### config.mk
export PLATFORM = sky130hd
export DESIGN_NAME = cfg_secure_store
export DESIGN_NICKNAME = d
export VERILOG_FILES = /design/src/rtl/css_pkg.sv /design/src/rtl/css_array.sv /design/src/rtl/css_sig.sv /design/src/rtl/css_ctrl.sv /design/src/rtl/cfg_secure_store.sv
export SDC_FILE = /design/constraint.sdc
export NUM_CORES = 1
export LEC_CHECK = 0
export BUFFER_PORTS_ARGS = -buffer_cell sky130_fd_sc_hd__buf_2
export CORE_MARGIN = 2
export CORE_UTILIZATION = 51
export CTS_CLUSTER_DIAMETER = 60
export DETAILED_ROUTE_END_ITERATION = 16
export PLACE_DENSITY = 0.83
export SKIP_CTS_REPAIR_TIMING = 1
export SYNTH_ARGS = -nofsm -noshare
export SYNTH_HDL_FRONTEND = slang
export SYNTH_SLANG_ARGS = --single-unit
### constraint.sdc
create_clock -name clk -period 2.4 [get_ports clk]
set_clock_uncertainty 0.15 [all_clocks]
set_input_delay 0.12 -clock clk [delete_from_list [all_inputs] [get_ports clk]]
set_output_delay 0.12 -clock clk [all_outputs]
set_load 0.01 [all_outputs]
### src/rtl/css_pkg.sv
// Shared types for the secured configuration store.
// Assumes a 3-bit operation field on the command port.
package css_pkg;
    typedef enum logic [2:0] {
        OP_PROG   = 3'd0,
        OP_READ   = 3'd1,
        OP_SEAL   = 3'd2,
        OP_SIG_RD = 3'd3,
        OP_SIG_WR = 3'd4,
        OP_ERASE  = 3'd5
    } css_op_e;

    typedef enum logic {
        ST_IDLE  = 1'b0,
        ST_ERASE = 1'b1
    } css_state_e;
endpackage

### src/rtl/css_array.sv
// Configuration array: NUM_WORDS words of WORD_W bits, one write port,
// one combinational read port, and a flat copy of every cell.
// Assumes that clr and we are never high in the same cycle.
module css_array #(
    parameter int WORD_W    = 16,
    parameter int NUM_WORDS = 16,
    parameter int ADDR_W    = $clog2(NUM_WORDS)
) (
    input  logic                        clk,
    input  logic                        rst_n,
    input  logic                        clr,
    input  logic                        we,
    input  logic [ADDR_W-1:0]           wr_addr,
    input  logic [WORD_W-1:0]           wr_data,
    input  logic [ADDR_W-1:0]           rd_addr,
    output logic [WORD_W-1:0]           rd_data,
    output logic [NUM_WORDS*WORD_W-1:0] image
);
    logic [WORD_W-1:0] cells [NUM_WORDS];

    for (genvar g = 0; g < NUM_WORDS; g++) begin : g_word
        logic [WORD_W-1:0] word_q;
        // Hold one word: cleared by reset or erase, loaded on a matching write.
        always_ff @(posedge clk) begin
            if (!rst_n || clr)
                word_q <= '0;
            else if (we && wr_addr == ADDR_W'(g))
                word_q <= wr_data;
        end
        assign cells[g] = word_q;
        assign image[g*WORD_W +: WORD_W] = word_q;
    end

    // Read port selects one word.
    always_comb rd_data = cells[rd_addr];

    // an erase leaves every connection bit at zero.
    a_r8_array_cleared: assert property (@(posedge clk) disable iff (!rst_n)
        $past(clr) |-> image == '0);
endmodule

### src/rtl/css_sig.sv
// Signature storage: SIG_W bits held as SIG_W/WORD_W words, word 0 lowest.
// Assumes SIG_W is a whole multiple of WORD_W.
module css_sig #(
    parameter int WORD_W = 16,
    parameter int SIG_W  = 64,
    parameter int IDX_W  = $clog2(SIG_W / WORD_W)
) (
    input  logic              clk,
    input  logic              rst_n,
    input  logic              clr,
    input  logic              we,
    input  logic [IDX_W-1:0]  idx,
    input  logic [WORD_W-1:0] wdata,
    output logic [WORD_W-1:0] rd_data
);
    localparam int SIG_WORDS = SIG_W / WORD_W;

    logic [SIG_W-1:0] sig_flat;

    for (genvar g = 0; g < SIG_WORDS; g++) begin : g_sig
        logic [WORD_W-1:0] part_q;
        // Hold one signature word: cleared by reset or erase, loaded on write.
        always_ff @(posedge clk) begin
            if (!rst_n || clr)
                part_q <= '0;
            else if (we && idx == IDX_W'(g))
                part_q <= wdata;
        end
        assign sig_flat[g*WORD_W +: WORD_W] = part_q;
    end

    // Read selects the indexed signature word.
    always_comb rd_data = sig_flat[idx*WORD_W +: WORD_W];

    // an erase leaves the signature at zero.
    a_r8_sig_cleared: assert property (@(posedge clk) disable iff (!rst_n)
        $past(clr) |-> sig_flat == '0);
endmodule

### src/rtl/css_ctrl.sv
// Command controller: accepts commands, runs the timed erase, keeps the
// seal and the programming-run state, and forms read responses.
// Assumes ERASE_CYCLES >= 1.
module css_ctrl
    import css_pkg::*;
#(
    parameter int WORD_W       = 16,
    parameter int ADDR_W       = 4,
    parameter int IDX_W        = 2,
    parameter int ERASE_CYCLES = 8
) (
    input  logic              clk,
    input  logic              rst_n,
    input  logic              cmd_valid,
    input  logic [2:0]        cmd_op,
    input  logic [ADDR_W-1:0] cmd_addr,
    input  logic [WORD_W-1:0] cmd_wdata,
    output logic              cmd_ready,
    output logic              busy,
    output logic              secure,
    output logic              rsp_valid,
    output logic [WORD_W-1:0] rsp_data,
    output logic              rsp_denied,
    input  logic [WORD_W-1:0] arr_rd_data,
    input  logic [WORD_W-1:0] sig_rd_data,
    output logic              erase_clr,
    output logic              arr_we,
    output logic [ADDR_W-1:0] arr_addr,
    output logic [WORD_W-1:0] arr_wdata,
    output logic              sig_we,
    output logic [IDX_W-1:0]  sig_idx
);
    localparam int CNT_W = $clog2(ERASE_CYCLES + 1);

    css_state_e        state_q;
    logic [CNT_W-1:0]  cnt_q;
    logic              pend_q;
    logic [ADDR_W-1:0] pend_addr_q;
    logic [WORD_W-1:0] pend_data_q;
    logic              open_q;
    logic              secure_q;
    css_op_e           op;
    logic              accept, start_erase, erase_done;

    // Decode the command and derive the control strobes.
    always_comb begin
        op          = css_op_e'(cmd_op);
        accept      = cmd_valid && state_q == ST_IDLE;
        start_erase = accept && (op == OP_ERASE || (op == OP_PROG && !open_q));
        erase_done  = state_q == ST_ERASE && cnt_q == '0;
        erase_clr   = start_erase;
        arr_we      = (accept && op == OP_PROG && open_q) || (erase_done && pend_q);
        arr_addr    = erase_done ? pend_addr_q : cmd_addr;
        arr_wdata   = erase_done ? pend_data_q : cmd_wdata;
        sig_we      = accept && op == OP_SIG_WR;
        sig_idx     = cmd_addr[IDX_W-1:0];
        cmd_ready   = state_q == ST_IDLE;
        busy        = state_q == ST_ERASE;
        secure      = secure_q;
    end

    // Erase sequencer with the deferred program word.
    always_ff @(posedge clk) begin
        if (!rst_n) begin
            state_q     <= ST_IDLE;
            cnt_q       <= '0;
            pend_q      <= 1'b0;
            pend_addr_q <= '0;
            pend_data_q <= '0;
        end else if (start_erase) begin
            state_q     <= ST_ERASE;
            cnt_q       <= CNT_W'(ERASE_CYCLES - 1);
            pend_q      <= op == OP_PROG;
            pend_addr_q <= cmd_addr;
            pend_data_q <= cmd_wdata;
        end else if (state_q == ST_ERASE) begin
            if (erase_done) begin
                state_q <= ST_IDLE;
                pend_q  <= 1'b0;
            end else begin
                cnt_q <= cnt_q - 1'b1;
            end
        end
    end

    // Seal and programming-run state.
    always_ff @(posedge clk) begin
        if (!rst_n) begin
            secure_q <= 1'b0;
            open_q   <= 1'b0;
        end else if (start_erase) begin
            secure_q <= 1'b0;
            open_q   <= 1'b0;
        end else if (erase_done) begin
            open_q <= pend_q;
        end else if (accept && (op == OP_READ || op == OP_SEAL)) begin
            open_q <= 1'b0;
            if (op == OP_SEAL) secure_q <= 1'b1;
        end
    end

    // Registered read response.
    always_ff @(posedge clk) begin
        if (!rst_n) begin
            rsp_valid  <= 1'b0;
            rsp_denied <= 1'b0;
            rsp_data   <= '0;
        end else begin
            rsp_valid  <= accept && (op == OP_READ || op == OP_SIG_RD);
            rsp_denied <= accept && op == OP_READ && secure_q;
            if (accept && op == OP_READ)
                rsp_data <= secure_q ? '0 : arr_rd_data;
            else if (accept && op == OP_SIG_RD)
                rsp_data <= sig_rd_data;
        end
    end

    // a refused read carries zero data inside a valid response.
    a_r5_denied_zero: assert property (@(posedge clk) disable iff (!rst_n)
        rsp_denied |-> (rsp_valid && rsp_data == '0));

    // the erase counter steps down by one each busy cycle.
    a_r8_erase_countdown: assert property (@(posedge clk) disable iff (!rst_n)
        (state_q == ST_ERASE && cnt_q != '0) |=>
            (state_q == ST_ERASE && cnt_q == $past(cnt_q) - 1'b1));

    // the seal drops only when an erase begins.
    a_r9_seal_falls_on_erase: assert property (@(posedge clk) disable iff (!rst_n)
        $fell(secure_q) |-> state_q == ST_ERASE);

    // a response only follows an accepted command.
    a_r4_rsp_follows_accept: assert property (@(posedge clk) disable iff (!rst_n)
        rsp_valid |-> $past(cmd_valid && state_q == ST_IDLE));
endmodule

### src/rtl/cfg_secure_store.sv
// Top of the secured configuration store: ties the controller to the array
// and signature storage and exports the parallel image.
// Assumes a single clock domain and synchronous active-low reset.
module cfg_secure_store #(
    parameter int WORD_W       = 16,
    parameter int NUM_WORDS    = 16,
    parameter int SIG_W        = 64,
    parameter int ERASE_CYCLES = 8,
    localparam int ADDR_W      = $clog2(NUM_WORDS),
    localparam int IDX_W       = $clog2(SIG_W / WORD_W),
    localparam int IMG_W       = NUM_WORDS * WORD_W
) (
    input  logic              clk,
    input  logic              rst_n,
    input  logic              cmd_valid,
    output logic              cmd_ready,
    input  logic [2:0]        cmd_op,
    input  logic [ADDR_W-1:0] cmd_addr,
    input  logic [WORD_W-1:0] cmd_wdata,
    output logic              rsp_valid,
    output logic [WORD_W-1:0] rsp_data,
    output logic              rsp_denied,
    output logic              busy,
    output logic              secure,
    output logic [IMG_W-1:0]  cfg_image
);
    logic              erase_clr, arr_we, sig_we;
    logic [ADDR_W-1:0] arr_addr;
    logic [WORD_W-1:0] arr_wdata, arr_rd_data, sig_rd_data;
    logic [IDX_W-1:0]  sig_idx;

    css_ctrl #(
        .WORD_W(WORD_W), .ADDR_W(ADDR_W), .IDX_W(IDX_W), .ERASE_CYCLES(ERASE_CYCLES)
    ) u_ctrl (
        .clk(clk), .rst_n(rst_n),
        .cmd_valid(cmd_valid), .cmd_op(cmd_op), .cmd_addr(cmd_addr), .cmd_wdata(cmd_wdata),
        .cmd_ready(cmd_ready), .busy(busy), .secure(secure),
        .rsp_valid(rsp_valid), .rsp_data(rsp_data), .rsp_denied(rsp_denied),
        .arr_rd_data(arr_rd_data), .sig_rd_data(sig_rd_data),
        .erase_clr(erase_clr), .arr_we(arr_we), .arr_addr(arr_addr), .arr_wdata(arr_wdata),
        .sig_we(sig_we), .sig_idx(sig_idx)
    );

    css_array #(.WORD_W(WORD_W), .NUM_WORDS(NUM_WORDS), .ADDR_W(ADDR_W)) u_array (
        .clk(clk), .rst_n(rst_n), .clr(erase_clr), .we(arr_we),
        .wr_addr(arr_addr), .wr_data(arr_wdata), .rd_addr(cmd_addr),
        .rd_data(arr_rd_data), .image(cfg_image)
    );

    css_sig #(.WORD_W(WORD_W), .SIG_W(SIG_W), .IDX_W(IDX_W)) u_sig (
        .clk(clk), .rst_n(rst_n), .clr(erase_clr), .we(sig_we),
        .idx(sig_idx), .wdata(cmd_wdata), .rd_data(sig_rd_data)
    );
endmodule

==> results.yml, run 1 <==
run_status:
  outcome: "finished clean"
timing:
  period_needed_ns: 2.29
  setup_viol: 0
  relSlewSlack_pct: 48.9
  hold_viol: 0
  timing.final.ws_setup_ns: 0.106
  min_period_over_period_pct: 95.6
  slew_viol_final: 0
  worst_slew_pin_slew_ns: 0.766
  rsz0062_at_grt: "false"
  tns_ns: 0
  fmax_ghz: 0.436
critical_path:
  worstSetupPathType: "reg2reg"
  cp-start-kind: "register"
  r2r-start: "u_ctrl.cnt_q[0]"
  r2r_setup_slack_ns: 0.11
  critPathMaxFanout: 16
  crit_start: "u_ctrl.cnt_q[0]"
  r2r_cells: 8
  arrival_ns: 2.61
  r2r-end: "u_array.g_word[11].word_q[7]"
  end_kind: "register"
  worstPathRequired_ns: 2.72
final_layout:
  multiInputGateArea_mm2: 0.00859
  final_cells: 2360
  diodes: 0
  final_cell_mix: "dfxtp_1, mux2i_1, buf_2"
  final_util_pct: 64.5
  fill_cells: 2467
  synthToLayoutAreaGrowth_pct: 25.3
  register_area_mm2: 0.00733
  drive_above_1_share_pct: 30.3
  final_common_cell: "dfxtp_1"
  nNetsFinal: 1915
place:
  numPlacedInstances: 2257
  hpwl_um: 38500
  finalWeightedCongestion: 0.922
  post-place-ws_ns: 0.0599
  portBuffers: 302
detailed_routing:
  vias_per_cell: 6.25
  final_antenna_net_count: 0
  drc: 0
  wirelength_um: 56700
  wire_per_inst_um: 24.0
  drtIter0Drc: 1808
  dr_total_vias: 14743
  drt-pass1-iter-count: 7
floorplan:
  initial_core_util_pct: 51.5
  core_area_mm2: 0.0324
  ios: 303
  die_h_um: 185
  dieArea_mm2: 0.0342
  num_rows: 66
  die_x_um: 185
logic_synthesis:
  synth_edf_count: 0
  ys_warn_count: 0
  synth_area_mm2: 0.0167
  ys_types: 58
  ys_seq_elements: 366
  async_flop_share_pct: 0
  syn_avg_cell_area_um2: 10.6
  ys.flop_type: "dfxtp_1"
  synthCells: 1578
  synth-seq-area-share_pct: 43.9
  synth_nets: 1606
cts:
  cts_tree: "yes"
  cts_root_buf: "clkbuf_16"
  cts_buffer_depth: 3
  h-tree-depth: 2
  cts_sinks: 366
  cts_buffers: 39
  clk_pin_slew_ns: 0.06
  clk_latency_ns: 0.54
global_routing:
  grt_pass1_vias: 14219
  antenna_found_initial: 0
  grt_max_degree: 128
  grt_overflow: 0
  grt_use_total_pct: 32.0
  grt_pass1_wl_um: 84000
power:
  max-vdd-ir-drop_mv: 0.480
  power.density_mw_per_mm2: 640
  design_power_total_mw: 13.4
  leakage_nw: 9.31
hold_path:
  hp-class: "in2reg"
  hold_start: "cmd_valid"
  holdPathEnd: "u_ctrl.open_q"
  whs_path_depth: 5
flow_run:
  maxCapViolations: 0
==> final cells by class <==
type	count	share of cell area, %
clock buffer	57	5.43
sequential	366	35.1
clock inverter	15	0.964
timing repair buffer	428	14.6
multi-input combinational	1044	41.1
tap	442	2.65
inverter	8	0.144
==> report_power, final <==
group	leakage [nW]	internal, mW	switching (mW)
combinational	5.72	0.374	0.626
clock	0.648	3.74	2.51
sequential	2.95	6.10	0.0239
==> stage by stage <==
step / area, µm² / hold WS, ns
6_report: 20900 / 0.0650
2_1_floorplan: 16700 / 0.106
3_5_place_dp: 19200 / 0.276
3_3_place_gp: 19200 / 0.260
4_1_cts: 20600 / -0.271
5_1_grt: 20900 / 0.0951
==> worst max-delay path, stage by stage, from the launching register on <==
cell and delay, ns:
dfxtp_1 0.31, inv_1 0.12, ha_2 0.24, nand4bb_4 0.19
buf_4 0.21, mux2_2 0.33, a211oi_4 0.23, buf_12 0.23
mux2i_1 0.21
==> cell families after synthesis <==
family                     Yosys count  share of synthesized area (%)
buffers and inverters              169                           4.91
muxes                              422                           30.4
adders and majority gates            2                          0.150
AOI/OAI and AO/OA                  143                           6.53
xor gates and xnor gates             4                          0.210
and+or+nand+nor                    472                           13.8
DFF                                366                           43.9
==> metal layers <==
layer | up-vias | routed length [µm] | GRT usage (%)
met4 | 0 | 3040 | 15.9
met1 | 7254 | 22500 | 42.5
li1 | 6411 | - | -
met2 | 894 | 25500 | 48.8
met5 | - | 0 | 0
met3 | 184 | 5650 | 7.85
==> how the worst max path moves through the flow <==
stage | end
after CTS | u_array.g_word[2].word_q[3]
after global placement | u_array.g_word[10].word_q[4]
after floorplan | u_array.g_word[7].word_q[10]
after global routing | u_array.g_word[11].word_q[6]
after detailed placement | u_array.g_word[8].word_q[11]
final | u_array.g_word[11].word_q[7]
==> Yosys cell counts (all sizes together) (2+ instances only) <==
cell type / instances / area share, %
o211ai: 11 / 0.55
nor3: 5 / 0.15
nand2b: 4 / 0.15
a22oi: 40 / 2.0
nor2b: 4 / 0.15
a211oi: 10 / 0.75
dfxtp: 366 / 44
o21ai: 4 / 0.12
nor3b: 5 / 0.28
o32ai: 3 / 0.16
and4: 2 / 0.11
buf: 71 / 2.7
mux2i: 337 / 20
ha: 2 / 0.15
mux4: 66 / 8.9
a2bb2o: 2 / 0.12
clkbuf: 90 / 2.0
o21bai: 2 / 0.090
and2: 2 / 0.075
a221oi: 6 / 0.32
or2: 2 / 0.075
nand4: 6 / 0.32
nand2: 93 / 2.1
nor2: 59 / 1.3
a31oi: 2 / 0.075
nand4bb: 2 / 0.23
o2bb2ai: 12 / 0.63
xor2: 3 / 0.16
mux2: 19 / 1.3
inv: 8 / 0.18
nand3b: 2 / 0.090
nand3: 281 / 8.5
a21oi: 44 / 1.4
a22o: 2 / 0.11
==> flip-flops by register name (all words and copies together), names as in the netlist <==
signal                 flops
u_array.g_word.word_q    256
u_ctrl.busy                1
u_ctrl.cnt_q               4
u_ctrl.open_q              1
u_ctrl.pend_addr_q         4
u_ctrl.pend_data_q        16
u_ctrl.pend_q              1
u_ctrl.rsp_data           16
u_ctrl.rsp_denied          1
u_ctrl.rsp_valid           1
u_ctrl.secure              1
u_sig.g_sig.part_q        64
No activity file was read; power rests on OpenSTA's default activity.
==> run 2, diff against run 1 <==
--- a/config.mk
+++ b/config.mk
@@ -6,12 +6,14 @@
 export NUM_CORES = 1
 export LEC_CHECK = 0
 export BUFFER_PORTS_ARGS = -buffer_cell sky130_fd_sc_hd__buf_2
+export CORE_ASPECT_RATIO = 1.25
 export CORE_MARGIN = 2
 export CORE_UTILIZATION = 51
 export CTS_CLUSTER_DIAMETER = 60
 export DETAILED_ROUTE_END_ITERATION = 16
 export PLACE_DENSITY = 0.83
 export SKIP_CTS_REPAIR_TIMING = 1
+export SKIP_LAST_GASP = 1
 export SYNTH_ARGS = -nofsm -noshare
 export SYNTH_HDL_FRONTEND = slang
 export SYNTH_SLANG_ARGS = --single-unit
==> run 2 against run 1 <==
Against the previous run: the run now ends with negative hold slack left; sequential share of layout area up 0.44 points; setup slack got worse by 0.026 ns; largest power group is now sequential cells; critical path depth down 1; clock power fell by 8.2%; flip-flop and latch count did not move; utilization down 1.0 points; cell count down 1.7%; non-clock buffer count decreased by 9; critical path type unchanged; power shrank 4.1%.
==> results.yml, run 2 (synthesis gave the netlist of run 1 again) <==
global_routing:
  grt_use_total_pct: 29.7
  grt_pass1_wl_um: 80700
  grt_pass1_vias: 14059
  grt_overflow: 0
  antenna_found_initial: 0
  grt_max_degree: 136
final_layout:
  final_cell_mix: "dfxtp_1, mux2i_1, buf_2"
  largest_register: "u_array.g_word.word_q"
  finish.instance_area_mm2: 0.0206
  drive_above_1_share_pct: 29.8
  final_common_cell: "dfxtp_1"
  fill_cells: 2449
  nNetsFinal: 1903
  largest_reg_flops: 256
  diodes: 0
  synthToLayoutAreaGrowth_pct: 23.7
  top_regs: "u_array.g_word.word_q: 256 flops, u_sig.g_sig.part_q: 64 flops"
power:
  power.density_mw_per_mm2: 622
  max-vdd-ir-drop_mv: 0.517
  design_power_total_mw: 12.8
  leakage_nw: 9.22
detailed_routing:
  vias_per_cell: 6.17
  final_antenna_net_count: 0
  wirelength_um: 53200
  drtIter0Drc: 1277
  wire_per_inst_um: 23.0
  drc: 0
  dr_total_vias: 14316
  drt-pass1-iter-count: 6
timing:
  setup_viol: 0
  slew_viol_final: 0
  rsz0062_at_grt: "false"
  worst_slew_pin_slew_ns: 0.655
  period_needed_ns: 2.32
  relSlewSlack_pct: 56.3
  min_period_over_period_pct: 96.6
  hold_viol: 1
  whs_ns: -0.0366
  fmax_ghz: 0.431
  timing.final.ws_setup_ns: 0.0805
  tns_ns: 0
floorplan:
  initial_core_util_pct: 51.3
  dieArea_mm2: 0.0342
  die_h_um: 206
  num_rows: 74
  die_x_um: 166
  ios: 303
  core_area_mm2: 0.0325
flow_run:
  maxCapViolations: 0
place:
  post-place-ws_ns: 0.0892
  finalWeightedCongestion: 0.926
  hpwl_um: 37100
  placed_cell_area_mm2: 0.0192
  portBuffers: 302
run_status:
  outcome: "finished with violations"
  violations: "negative hold slack"
hold_path:
  hold_start: "cmd_valid"
  whs_path_depth: 4
  hp-class: "in2reg"
  holdPathEnd: "u_ctrl.secure"
critical_path:
  r2r_cells: 7
  r2r-end: "u_array.g_word[0].word_q[6]"
  critPathMaxFanout: 16
  end_kind: "register"
  arrival_ns: 2.58
  cp-start-kind: "register"
  worstSetupPathType: "reg2reg"
  worstPathRequired_ns: 2.66
  r2r-start: "u_ctrl.cnt_q[0]"
  r2r_setup_slack_ns: 0.08
cts:
  cts_tree: "yes"
  clk_latency_ns: 0.54
  cts_buffer_depth: 3
  clk_pin_slew_ns: 0.06
  cts_root_buf: "clkbuf_16"
  cts_sinks: 366
  h-tree-depth: 2
  cts_buffers: 37
run 2: cell types whose count changed in the layout (fill, tap and decap cells not counted), sizes merged:
cell	before	now
and4bb	2	1
buf	404	396
bufinv	4	1
clkbuf	58	56
clkinvlp	3	1
dlygate4sd3	23	22
run 2: how the worst max path moves through the flow:
stage,start,to,slack [ns],cells after the start
2_1_floorplan,u_ctrl.cnt_q[0],u_array.g_word[7].word_q[10],0.13,8
3_3_place_gp,u_ctrl.cnt_q[0],u_array.g_word[0].word_q[6],0.18,7
3_5_place_dp,u_ctrl.cnt_q[0],u_array.g_word[0].word_q[6],0.09,7
4_1_cts,u_ctrl.cnt_q[0],u_array.g_word[0].word_q[6],0.08,7
5_1_grt,u_ctrl.cnt_q[0],u_array.g_word[3].word_q[15],0.006,7
6_report,u_ctrl.cnt_q[0],u_array.g_word[0].word_q[6],0.08,7
run 2: critical path, stage by stage (launching register included):
cell	delay, ns
dfxtp_1	0.31
inv_1	0.12
ha_1	0.25
nand4bb_4	0.23
mux2i_2	0.52
o221ai_2	0.25
buf_12	0.23
mux2i_1	0.13
run 2: per-layer routing:
metal  track usage (%)  up-vias  routed length, µm
met3              6.78      163               4500
met2              47.8      722              25100
met4              15.9        0               2580
met1              37.4     7056              21100
li1                  -     6375                  -
met5                 0        -                  0
run 2: per-stage QoR:
step           instances  utilization (%)
2_1_floorplan       1578                -
3_3_place_gp        2228             59.1
3_5_place_dp        2228             59.1
4_1_cts             2293             62.7
5_1_grt             2319             63.5
6_report            2319             63.5
run 2: area by class of cell:
class / instances / area (µm²) / area share (%)
sequential: 366 / 7330 / 35.5
clock buffer: 55 / 1110 / 5.36
timing repair buffer: 419 / 3000 / 14.5
tap: 418 / 523 / 2.53
inverter: 8 / 30.0 / 0.145
clock inverter: 10 / 85.1 / 0.412
multi-input combinational: 1043 / 8570 / 41.5
run 2: report_power, final:
group	leakage (nW)	internal (mW)	switching, mW
clock	0.588	3.31	2.43
sequential	2.95	6.10	0.0231
combinational	5.68	0.357	0.607
total	9.22	9.76	3.07
